<file path="config.mk">
export PLATFORM = sky130hd
export DESIGN_NAME = cke_power_tracker
export DESIGN_NICKNAME = d
export VERILOG_FILES = /design/src/rtl/cke_trk_pkg.sv /design/src/rtl/cke_cmd_decode.sv /design/src/rtl/cke_window_timer.sv /design/src/rtl/cke_err_flags.sv /design/src/rtl/cke_power_tracker.sv
export SDC_FILE = /design/constraint.sdc
export NUM_CORES = 1
export LEC_CHECK = 0
export ABC_AREA = 0
export BUFFER_PORTS_ARGS = -buffer_cell sky130_fd_sc_hd__buf_2
export CORE_MARGIN = 5
export CORE_UTILIZATION = 53
export DETAILED_ROUTE_END_ITERATION = 10
export HOLD_SLACK_MARGIN = 0.06
export PLACE_DENSITY = 0.87
export SLEW_MARGIN = 20
export SYNTH_ARGS = -nofsm -noshare
export SYNTH_HDL_FRONTEND = slang
export SYNTH_SLANG_ARGS = --single-unit
</file>
<file path="constraint.sdc">
create_clock -name clk -period 2.3 [get_ports clk]
set_clock_uncertainty 0.05 [all_clocks]
set_input_delay 0.23 -clock clk [delete_from_list [all_inputs] [get_ports clk]]
set_output_delay 0.23 -clock clk [all_outputs]
set_load 0.01 [all_outputs]
</file>
<file path="src/rtl/cke_trk_pkg.sv">
package cke_trk_pkg;

    typedef enum logic [2:0] {
        ST_IDLE   = 3'd0,
        ST_ACTIVE = 3'd1,
        ST_APD    = 3'd2,
        ST_PPD    = 3'd3,
        ST_SREF   = 3'd4,
        ST_SRX    = 3'd5
    } pwr_state_t;

    typedef enum logic [2:0] {
        CMD_DES   = 3'd0,
        CMD_NOP   = 3'd1,
        CMD_REF   = 3'd2,
        CMD_READ  = 3'd3,
        CMD_OTHER = 3'd4
    } cmd_t;

    localparam int NUM_FLAGS = 5;
    localparam int FL_HOLD   = 4;
    localparam int FL_CMD    = 3;
    localparam int FL_SREF   = 2;
    localparam int FL_XS     = 1;
    localparam int FL_RD     = 0;

endpackage

</file>
<file path="src/rtl/cke_cmd_decode.sv">
module cke_cmd_decode
    import cke_trk_pkg::*;
(
    input  logic cs_n,
    input  logic ras_n,
    input  logic cas_n,
    input  logic we_n,
    output cmd_t cmd,
    output logic quiet
);

    logic [2:0] strobes;
    assign strobes = {ras_n, cas_n, we_n};

    always_comb begin
        if (cs_n) begin
            cmd = CMD_DES;
        end else begin
            unique case (strobes)
                3'b111:  cmd = CMD_NOP;
                3'b001:  cmd = CMD_REF;
                3'b101:  cmd = CMD_READ;
                default: cmd = CMD_OTHER;
            endcase
        end
    end

    assign quiet = (cmd == CMD_DES) || (cmd == CMD_NOP);

endmodule

</file>
<file path="src/rtl/cke_window_timer.sv">
module cke_window_timer #(
    parameter int TCKEMIN = 3,
    parameter int TXS     = 6,
    parameter int TXSDLL  = 10
) (
    input  logic clk,
    input  logic rst_n,
    input  logic load_hold,
    input  logic load_exit,
    output logic hold_ok,
    output logic xs_busy,
    output logic dll_busy
);

    localparam int CW = $clog2(TXSDLL + 1);
    localparam logic [CW-1:0] HOLD_LD = CW'(TCKEMIN - 1);
    localparam logic [CW-1:0] EXIT_LD = CW'(TXSDLL - 1);
    localparam logic [CW-1:0] XS_LIM  = CW'(TXSDLL - TXS);
    localparam logic [CW-1:0] HX_LIM  = CW'(TXSDLL - TCKEMIN);

    logic [CW-1:0] cnt;
    logic          exit_mode;

    always_ff @(posedge clk) begin
        if (!rst_n) begin
            cnt       <= '0;
            exit_mode <= 1'b0;
        end else if (load_exit) begin
            cnt       <= EXIT_LD;
            exit_mode <= 1'b1;
        end else if (load_hold) begin
            cnt       <= HOLD_LD;
            exit_mode <= 1'b0;
        end else if (cnt != '0) begin
            cnt <= cnt - 1'b1;
        end
    end

    assign hold_ok  = exit_mode ? (cnt <= HX_LIM) : (cnt == '0);
    assign xs_busy  = exit_mode && (cnt > XS_LIM);
    assign dll_busy = exit_mode && (cnt != '0);


    cnt_range_chk: assert property (@(posedge clk) disable iff (!rst_n)
        cnt <= EXIT_LD);


    exit_lock_chk: assert property (@(posedge clk) disable iff (!rst_n)
        load_exit |=> dll_busy);

endmodule

</file>
<file path="src/rtl/cke_err_flags.sv">
module cke_err_flags #(
    parameter int N = 5
) (
    input  logic         clk,
    input  logic         rst_n,
    input  logic         clr,
    input  logic [N-1:0] set,
    output logic [N-1:0] q
);

    for (genvar i = 0; i < N; i++) begin : g_flag
        always_ff @(posedge clk) begin
            if (!rst_n) begin
                q[i] <= 1'b0;
            end else begin
                q[i] <= set[i] | (q[i] & ~clr);
            end
        end


        flag_keep_chk: assert property (@(posedge clk) disable iff (!rst_n)
            $fell(q[i]) |-> $past(clr));
    end

endmodule

</file>
<file path="src/rtl/cke_power_tracker.sv">
module cke_power_tracker
    import cke_trk_pkg::*;
#(
    parameter int TCKEMIN = 3,
    parameter int TXS     = 6,
    parameter int TXSDLL  = 10
) (
    input  logic       clk,
    input  logic       rst_n,
    input  logic       cke,
    input  logic       cs_n,
    input  logic       ras_n,
    input  logic       cas_n,
    input  logic       we_n,
    input  logic       bank_open,
    input  logic       rd_busy,
    input  logic       wr_busy,
    input  logic       err_clr,
    output logic [2:0] state_o,
    output logic       ref_credit,
    output logic       err_hold,
    output logic       err_cmd,
    output logic       err_sref,
    output logic       err_xs,
    output logic       err_rd
);

    pwr_state_t state, nxt;
    logic       cke_q;
    cmd_t       cmd;
    logic       quiet;
    logic       chg;
    logic       load_hold, load_exit;
    logic       hold_ok, xs_busy, dll_busy;
    logic       ev_hold, ev_cmd, ev_sref, ev_xs, ev_rd;
    logic       credit_nxt;
    logic [NUM_FLAGS-1:0] ev_vec, flag_q;

    cke_cmd_decode u_dec (
        .cs_n  (cs_n),
        .ras_n (ras_n),
        .cas_n (cas_n),
        .we_n  (we_n),
        .cmd   (cmd),
        .quiet (quiet)
    );

    assign chg       = (cke != cke_q);
    assign load_exit = (state == ST_SREF) && cke;
    assign load_hold = chg && !load_exit;

    cke_window_timer #(
        .TCKEMIN (TCKEMIN),
        .TXS     (TXS),
        .TXSDLL  (TXSDLL)
    ) u_tmr (
        .clk       (clk),
        .rst_n     (rst_n),
        .load_hold (load_hold),
        .load_exit (load_exit),
        .hold_ok   (hold_ok),
        .xs_busy   (xs_busy),
        .dll_busy  (dll_busy)
    );

    // Next-state and event decode
    always_comb begin
        nxt     = state;
        ev_cmd  = 1'b0;
        ev_sref = 1'b0;
        ev_xs   = (state == ST_SRX) && xs_busy && !quiet;
        ev_rd   = (state == ST_SRX) && dll_busy && (cmd == CMD_READ);
        ev_hold = chg && !hold_ok;
        unique case (state)
            ST_IDLE, ST_ACTIVE, ST_SRX: begin
                if (!cke) begin
                    if (cmd == CMD_REF) begin
                        nxt     = ST_SREF;
                        ev_sref = bank_open || rd_busy || wr_busy ||
                                  (state == ST_SRX);
                    end else begin
                        nxt    = bank_open ? ST_APD : ST_PPD;
                        ev_cmd = !quiet;
                    end
                end else if ((state == ST_SRX) && dll_busy) begin
                    nxt = ST_SRX;
                end else begin
                    nxt = bank_open ? ST_ACTIVE : ST_IDLE;
                end
            end
            ST_APD, ST_PPD: begin
                if (cke) begin
                    nxt    = bank_open ? ST_ACTIVE : ST_IDLE;
                    ev_cmd = !quiet;
                end
            end
            ST_SREF: begin
                if (cke) begin
                    nxt    = ST_SRX;
                    ev_cmd = !quiet;
                end
            end
            default: nxt = ST_IDLE;
        endcase
    end

    assign credit_nxt = cke && cke_q && (cmd == CMD_REF) &&
                        ((state == ST_IDLE) || (state == ST_ACTIVE) ||
                         (state == ST_SRX));

    // State register
    always_ff @(posedge clk) begin
        if (!rst_n) begin
            state <= ST_IDLE;
            cke_q <= 1'b1;
        end else begin
            state <= nxt;
            cke_q <= cke;
        end
    end

    // Registered outputs
    always_ff @(posedge clk) begin
        if (!rst_n) begin
            ref_credit <= 1'b0;
        end else begin
            ref_credit <= credit_nxt;
        end
    end

    always_comb begin
        ev_vec          = '0;
        ev_vec[FL_HOLD] = ev_hold;
        ev_vec[FL_CMD]  = ev_cmd;
        ev_vec[FL_SREF] = ev_sref;
        ev_vec[FL_XS]   = ev_xs;
        ev_vec[FL_RD]   = ev_rd;
    end

    cke_err_flags #(.N(NUM_FLAGS)) u_flags (
        .clk   (clk),
        .rst_n (rst_n),
        .clr   (err_clr),
        .set   (ev_vec),
        .q     (flag_q)
    );

    assign state_o  = state;
    assign err_hold = flag_q[FL_HOLD];
    assign err_cmd  = flag_q[FL_CMD];
    assign err_sref = flag_q[FL_SREF];
    assign err_xs   = flag_q[FL_XS];
    assign err_rd   = flag_q[FL_RD];


    state_cke_chk: assert property (@(posedge clk) disable iff (!rst_n)
        ((state == ST_APD) || (state == ST_PPD) || (state == ST_SREF)) == !cke_q);


    sref_exit_chk: assert property (@(posedge clk) disable iff (!rst_n)
        ((state == ST_SREF) && cke) |=> (state == ST_SRX));


    hold_rise_chk: assert property (@(posedge clk) disable iff (!rst_n)
        $rose(err_hold) |-> $past(cke != cke_q));


    credit_cke_chk: assert property (@(posedge clk) disable iff (!rst_n)
        ref_credit |-> ($past(cke) && $past(cke_q)));

endmodule

</file>
; ---- After elaboration in Yosys (flattened, before gate mapping)
; Cells that the tools add are included.
[totals]
reg_bits = 15
inputBits = 11
output_inout_bits = 9
[op_classes]
addsub = 1
magnitude_cmp = 2
n_eq_ne = 14
n_mux = 23
bitwise = 12
n_reduce_logical = 34
[op_table]
columns = operator, count
row1 = $mux 3, 6
row2 = $pmux 3 s3, 2
row3 = $eq 3x2->1 const B, 4
row4 = $eq 3x3->1 const B, 4
row5 = $logic_and 1x1->1, 12
row6 = $mux 4, 3
row7 = $mux 1, 11
row8 = $eq 3x1->1 const B, 3
row9 = $reduce_or 3->1, 3
row10 = $logic_not 3->1, 2
row11 = $logic_or 1x1->1, 6
row12 = $and 1x1->1, 5
row13 = $or 1x1->1, 5
row14 = $gt 4x3->1 const B, 1
row15 = $le 4x3->1 const B, 1
row16 = $logic_not 4->1, 1
row17 = $ne 2x2->1 const B, 2
row18 = $reduce_bool 2->1, 2
row19 = $reduce_bool 4->1, 1
row20 = $reduce_or 2->1, 2
row21 = $sub 4x1->4 const B, 1
row22 = $logic_not 1->1, 3
row23 = $reduce_bool 3->1, 1
row24 = $not 1->1, 2
row25 = other kinds (3), 3

; ---- Longest topological paths before layout
[logic_depth]
word_depth = 10
ltp_mapped = 5
ltp_nobuf = 4

; ---- Cells and area by module
; From an unflattened synthesis, not the netlist that was laid out.
[hier_totals]
hier_cells = 92
area_unflattened_um2 = 838.3
[by_module_without_submodules]
columns = module, instances, cells_per_inst, area_each_um2, seq_area_each_um2
row1 = cke_power_tracker, 1, 46, 394.1, 100.1
row2 = cke_window_timer, 1, 26, 230.2, 100.1
row3 = cke_err_flags, 1, 15, 168.9, 100.1
row4 = cke_cmd_decode, 1, 5, 45.0, 0.0

; ---- Worst setup path after synthesis
; Ideal clock, no wire load.
[synth_path]
path_kind = reg-to-reg
start = reg state[2], in the netlist state_o[2]
end = reg u_flags.q[2]
setup_ns = 0.118
arrival_ns = 1.101
required_time_ns = 2.132
path_slack_ns = 1.031
stages_incl_launch_ff = 4
path_buffers = 0
synth_period_minus_slack_ns = 1.269
path_cell_list = dfxtp_1 -> or4_1 -> a32oi_1 -> nor2b_1
[synth_via]
elab_chain_cells = 6
elab_cells_between_ends = 9
classes_between = eq/ne: 2 / mux: 3 / bitwise: 1 / reduce/logical: 3
[synth_rtl]
columns = element, line
row1 = "start, declared", cke_power_tracker.sv:28  ; pwr_state_t state, nxt;
row2 = "start signal, assigned", cke_power_tracker.sv:117  ; state <= nxt;
row3 = $eq 3x3->1, "cke_power_tracker.sv:74, cke_power_tracker.sv:80"
row4 = $logic_or 1x1->1, cke_power_tracker.sv:79  ; ev_sref = bank_open || rd_busy || wr_busy ||
row5 = $mux 1, cke_power_tracker.sv:77  ; if (cmd == CMD_REF) begin
row6 = $mux 1, cke_power_tracker.sv:76  ; if (!cke) begin
row7 = $mux 1 *, cke_power_tracker.sv:74  ; unique case (state)
row8 = $or 1x1->1 *, cke_err_flags.sv:16  ; q[i] <= set[i] | (q[i] & ~clr);
row9 = "end signal, assigned by index", cke_err_flags.sv:16
row10 = "end, declared", cke_err_flags.sv:8  ; output logic [N-1:0] q
; Mark *: on every way between the ends. The rest lies on a longest branch, timed or not.
; A chain may end at the register's enable or synchronous reset.

; ---- Worst setup path after layout
[layout_path]
start = reg state[1], in the netlist state_o[1]
end = out state_o[1]
[layout_rtl]
columns = element, line
row1 = "end, declared", cke_power_tracker.sv:19  ; output logic [2:0] state_o,
; No word-level cell between the ends.

==> metrics.cfg <==
[outcome]
status = complete, no violations

[timing]
fmax_ghz = 0.7438
worst_slew_pin_slew_ps = 392.2
setup-tns-final_ps = 0
maxSlewHeadroom = 0.7374
min_period_ps = 1344
slew_viol_final = 0
timing_hold_violations_final = 0
setup_violations = 0
finalCritPeriodShare = 0.5845
rsz0062_at_grt = false

[yosys]
ys_async_sr_fraction = 0
ys_seq_area_frac = 0.4138
syn_avg_cell_area_um2 = 8.639
yosys.area.top_type = dfxtp_1
synthTopCellsByCount = 15 x dfxtp_1, 12 x nand2_1, 6 x a21oi_1, 6 x nor2_1
synth_top_family_by_area = simple AND/OR/NAND/NOR gates
yosysTopAreaCellShare = 0.4138
syn_area_um2 = 725.7
synth-simple-area-share = 0.3207
synth.area.top_cells = dfxtp_1 41%, nand2_1 6.2%, a21oi_1 4.1%, o21a_1 4.1%, nor4b_4 3.3%
synth-compound-area-share = 0.2138
post-synth-top-count-cell = dfxtp_1
synthAdderAreaFrac = 0.01724
ys_types = 34
synth_edf_count = 0
synth_seq_cells = 15
synth_warnings = 0
ys.flop_type = dfxtp_1
synth.mux.area_fraction = 0
synth-xor-area-share = 0
syn_inst = 84
syn_nets = 96

[power_and_ir_drop]
power_leakage_nw = 0.3675
vdd.ir_drop.worst_mv = 0.4131
power_density_nw_per_um2 = 592.0
finalPower_mw = 0.5052

[setup_path]
critical_path_class = flip-flop to primary output
cpPeakStageDelay_ps = 560
cp-end-kind = primary output
rr_worst_depth = 3
cp_slowest_cell = dfxtp_1
r2r-end = u_flags.q[2]
crit_cells = 1
crit_fanout = 12
reg2reg_slack_ps = 960
arrival_ps = 1060
timing.rr.start = state_o[2]
crit_buf_inv = 1
critPathLaunchType = flip-flop
crit_family = flip-flops
cp_data_required_time_ps = 2020
startpoint = state_o[1]
cp_cell_sequence = buf_2

[clock_network]
htree_levels = 1
hold_buffers = 0
cts.clk_slew.worst_paths_ps = 90
cts_buffers = 3
cts.sinks = 15
cts_buffer_depth = 2
clockRootBuffer = clkbuf_4
post_cts_resized = 0
post_cts_buffers = 0
worstSkewPairLatency_ps = 290
cts_tree = yes

[worst_hold_path]
hp-class = primary input to flip-flop
min_from = err_clr
hold_depth = 2
hold_end = u_flags.q[1]

[global_route]
grt_pass1_vias = 635
antenna_found_initial = 0
track_usage = 0.1746
grt_max_degree = 16
grt-ovfl-total = 0
grt_pass1_wl_mm = 2.635

[cells_and_area]
area_growth_pct = 17.59
fin_util = 0.6558
finalNetCount = 117
diodes = 0
drive_gt1_frac = 0.2500

[die]
dieArea_um2 = 2209
die_w_um = 47.01
core_um2 = 1301
placementRows = 13
ios = 20
start_util = 0.5577
die_y_um = 47.01

[placement]
port-buffer-count = 19
place_congestion = 0.8728
dpl.hpwl_mm = 1.240

[job]
max_cap_viol_count = 0

[routing]
antenna_left = 0
routed_via_density = 5.866
drt-pass1-iter-count = 4
routedWlPerCell_um = 13.81
drtIter0Drc = 23
drc = 0
wirelength_mm = 1.643
num_vias = 698

-- layer usage --
| layer | wire length (um) | vias up | track usage |
|---|---|---|---|
| li1 | - | 348 | - |
| met1 | 738 | 310 | 0.1968 |
| met2 | 719 | 32 | 0.2818 |
| met3 | 135 | 8 | 0.04981 |
| met4 | 49 | 0 | 0.1215 |
| met5 | 0 | - | 0 |
-- worst max-delay path by stage --
stage	to	slack, ps
4_1_cts	u_flags.q[2]	960
3_5_place_dp	state_o[0]	980
6_report	state_o[1]	960
3_3_place_gp	u_flags.q[3]	990
5_1_grt	state_o[0]	850
2_1_floorplan	u_flags.q[2]	1030
-- state kept, by name, indices dropped and copies added (netlist names) --
register         flops
cke_q                1
ref_credit           1
state_o              3
u_flags.q            5
u_tmr.cnt            4
u_tmr.exit_mode      1
-- cell families (layout without fill, tap and decap cells) --
group           count (synthesis)  in the layout
compound gates                 23             23
fa+ha+maj                       1              1
buf+inv                         6             26
flops                          15             15
simple gates                   39             39
-- stage by stage --
stage / hold WS [ps] / std cells / cell area [um^2] / worst slack (ps)
2_1_floorplan: 268.6 / 84 / 725.7 / 1031
4_1_cts: 72.96 / 119 / 853.3 / 961.7
3_5_place_dp: 392.8 / 115 / 825.8 / 981.3
5_1_grt: 94.89 / 119 / 853.3 / 846.5
6_report: 76.59 / 119 / 853.3 / 955.6
3_3_place_gp: 396.7 / 115 / 825.8 / 992.9
-- cell type report --
type	instances	area (um^2)
clock buffers	3	22.52
clock inverters	1	5.005
fillers	117	447.9
inverters	3	11.26
multi-input cells	63	400.4
flip-flops and latches	15	300.3
well taps	15	18.77
repair buffers	19	95.09
-- cell usage in the layout (no fill, tap or decap), types with 2 or more instances in the layout --
master / instances
buf_2: 19
dfxtp_1: 15
nand2_1: 12
nor2_1: 6
a21oi_1: 6
nor3_1: 4
o21a_1: 4
nor2b_1: 3
nand3_1: 3
inv_1: 3
clkbuf_4: 3
o21ai_0: 2
a21boi_1: 2
-- where the power goes --
group,internal (mW),switching [mW]
registers,0.269,0.0102
clock network,0.0648,0.0905
logic,0.0313,0.0392
total,0.365,0.140
No activity file was read; power rests on OpenSTA's default activity.
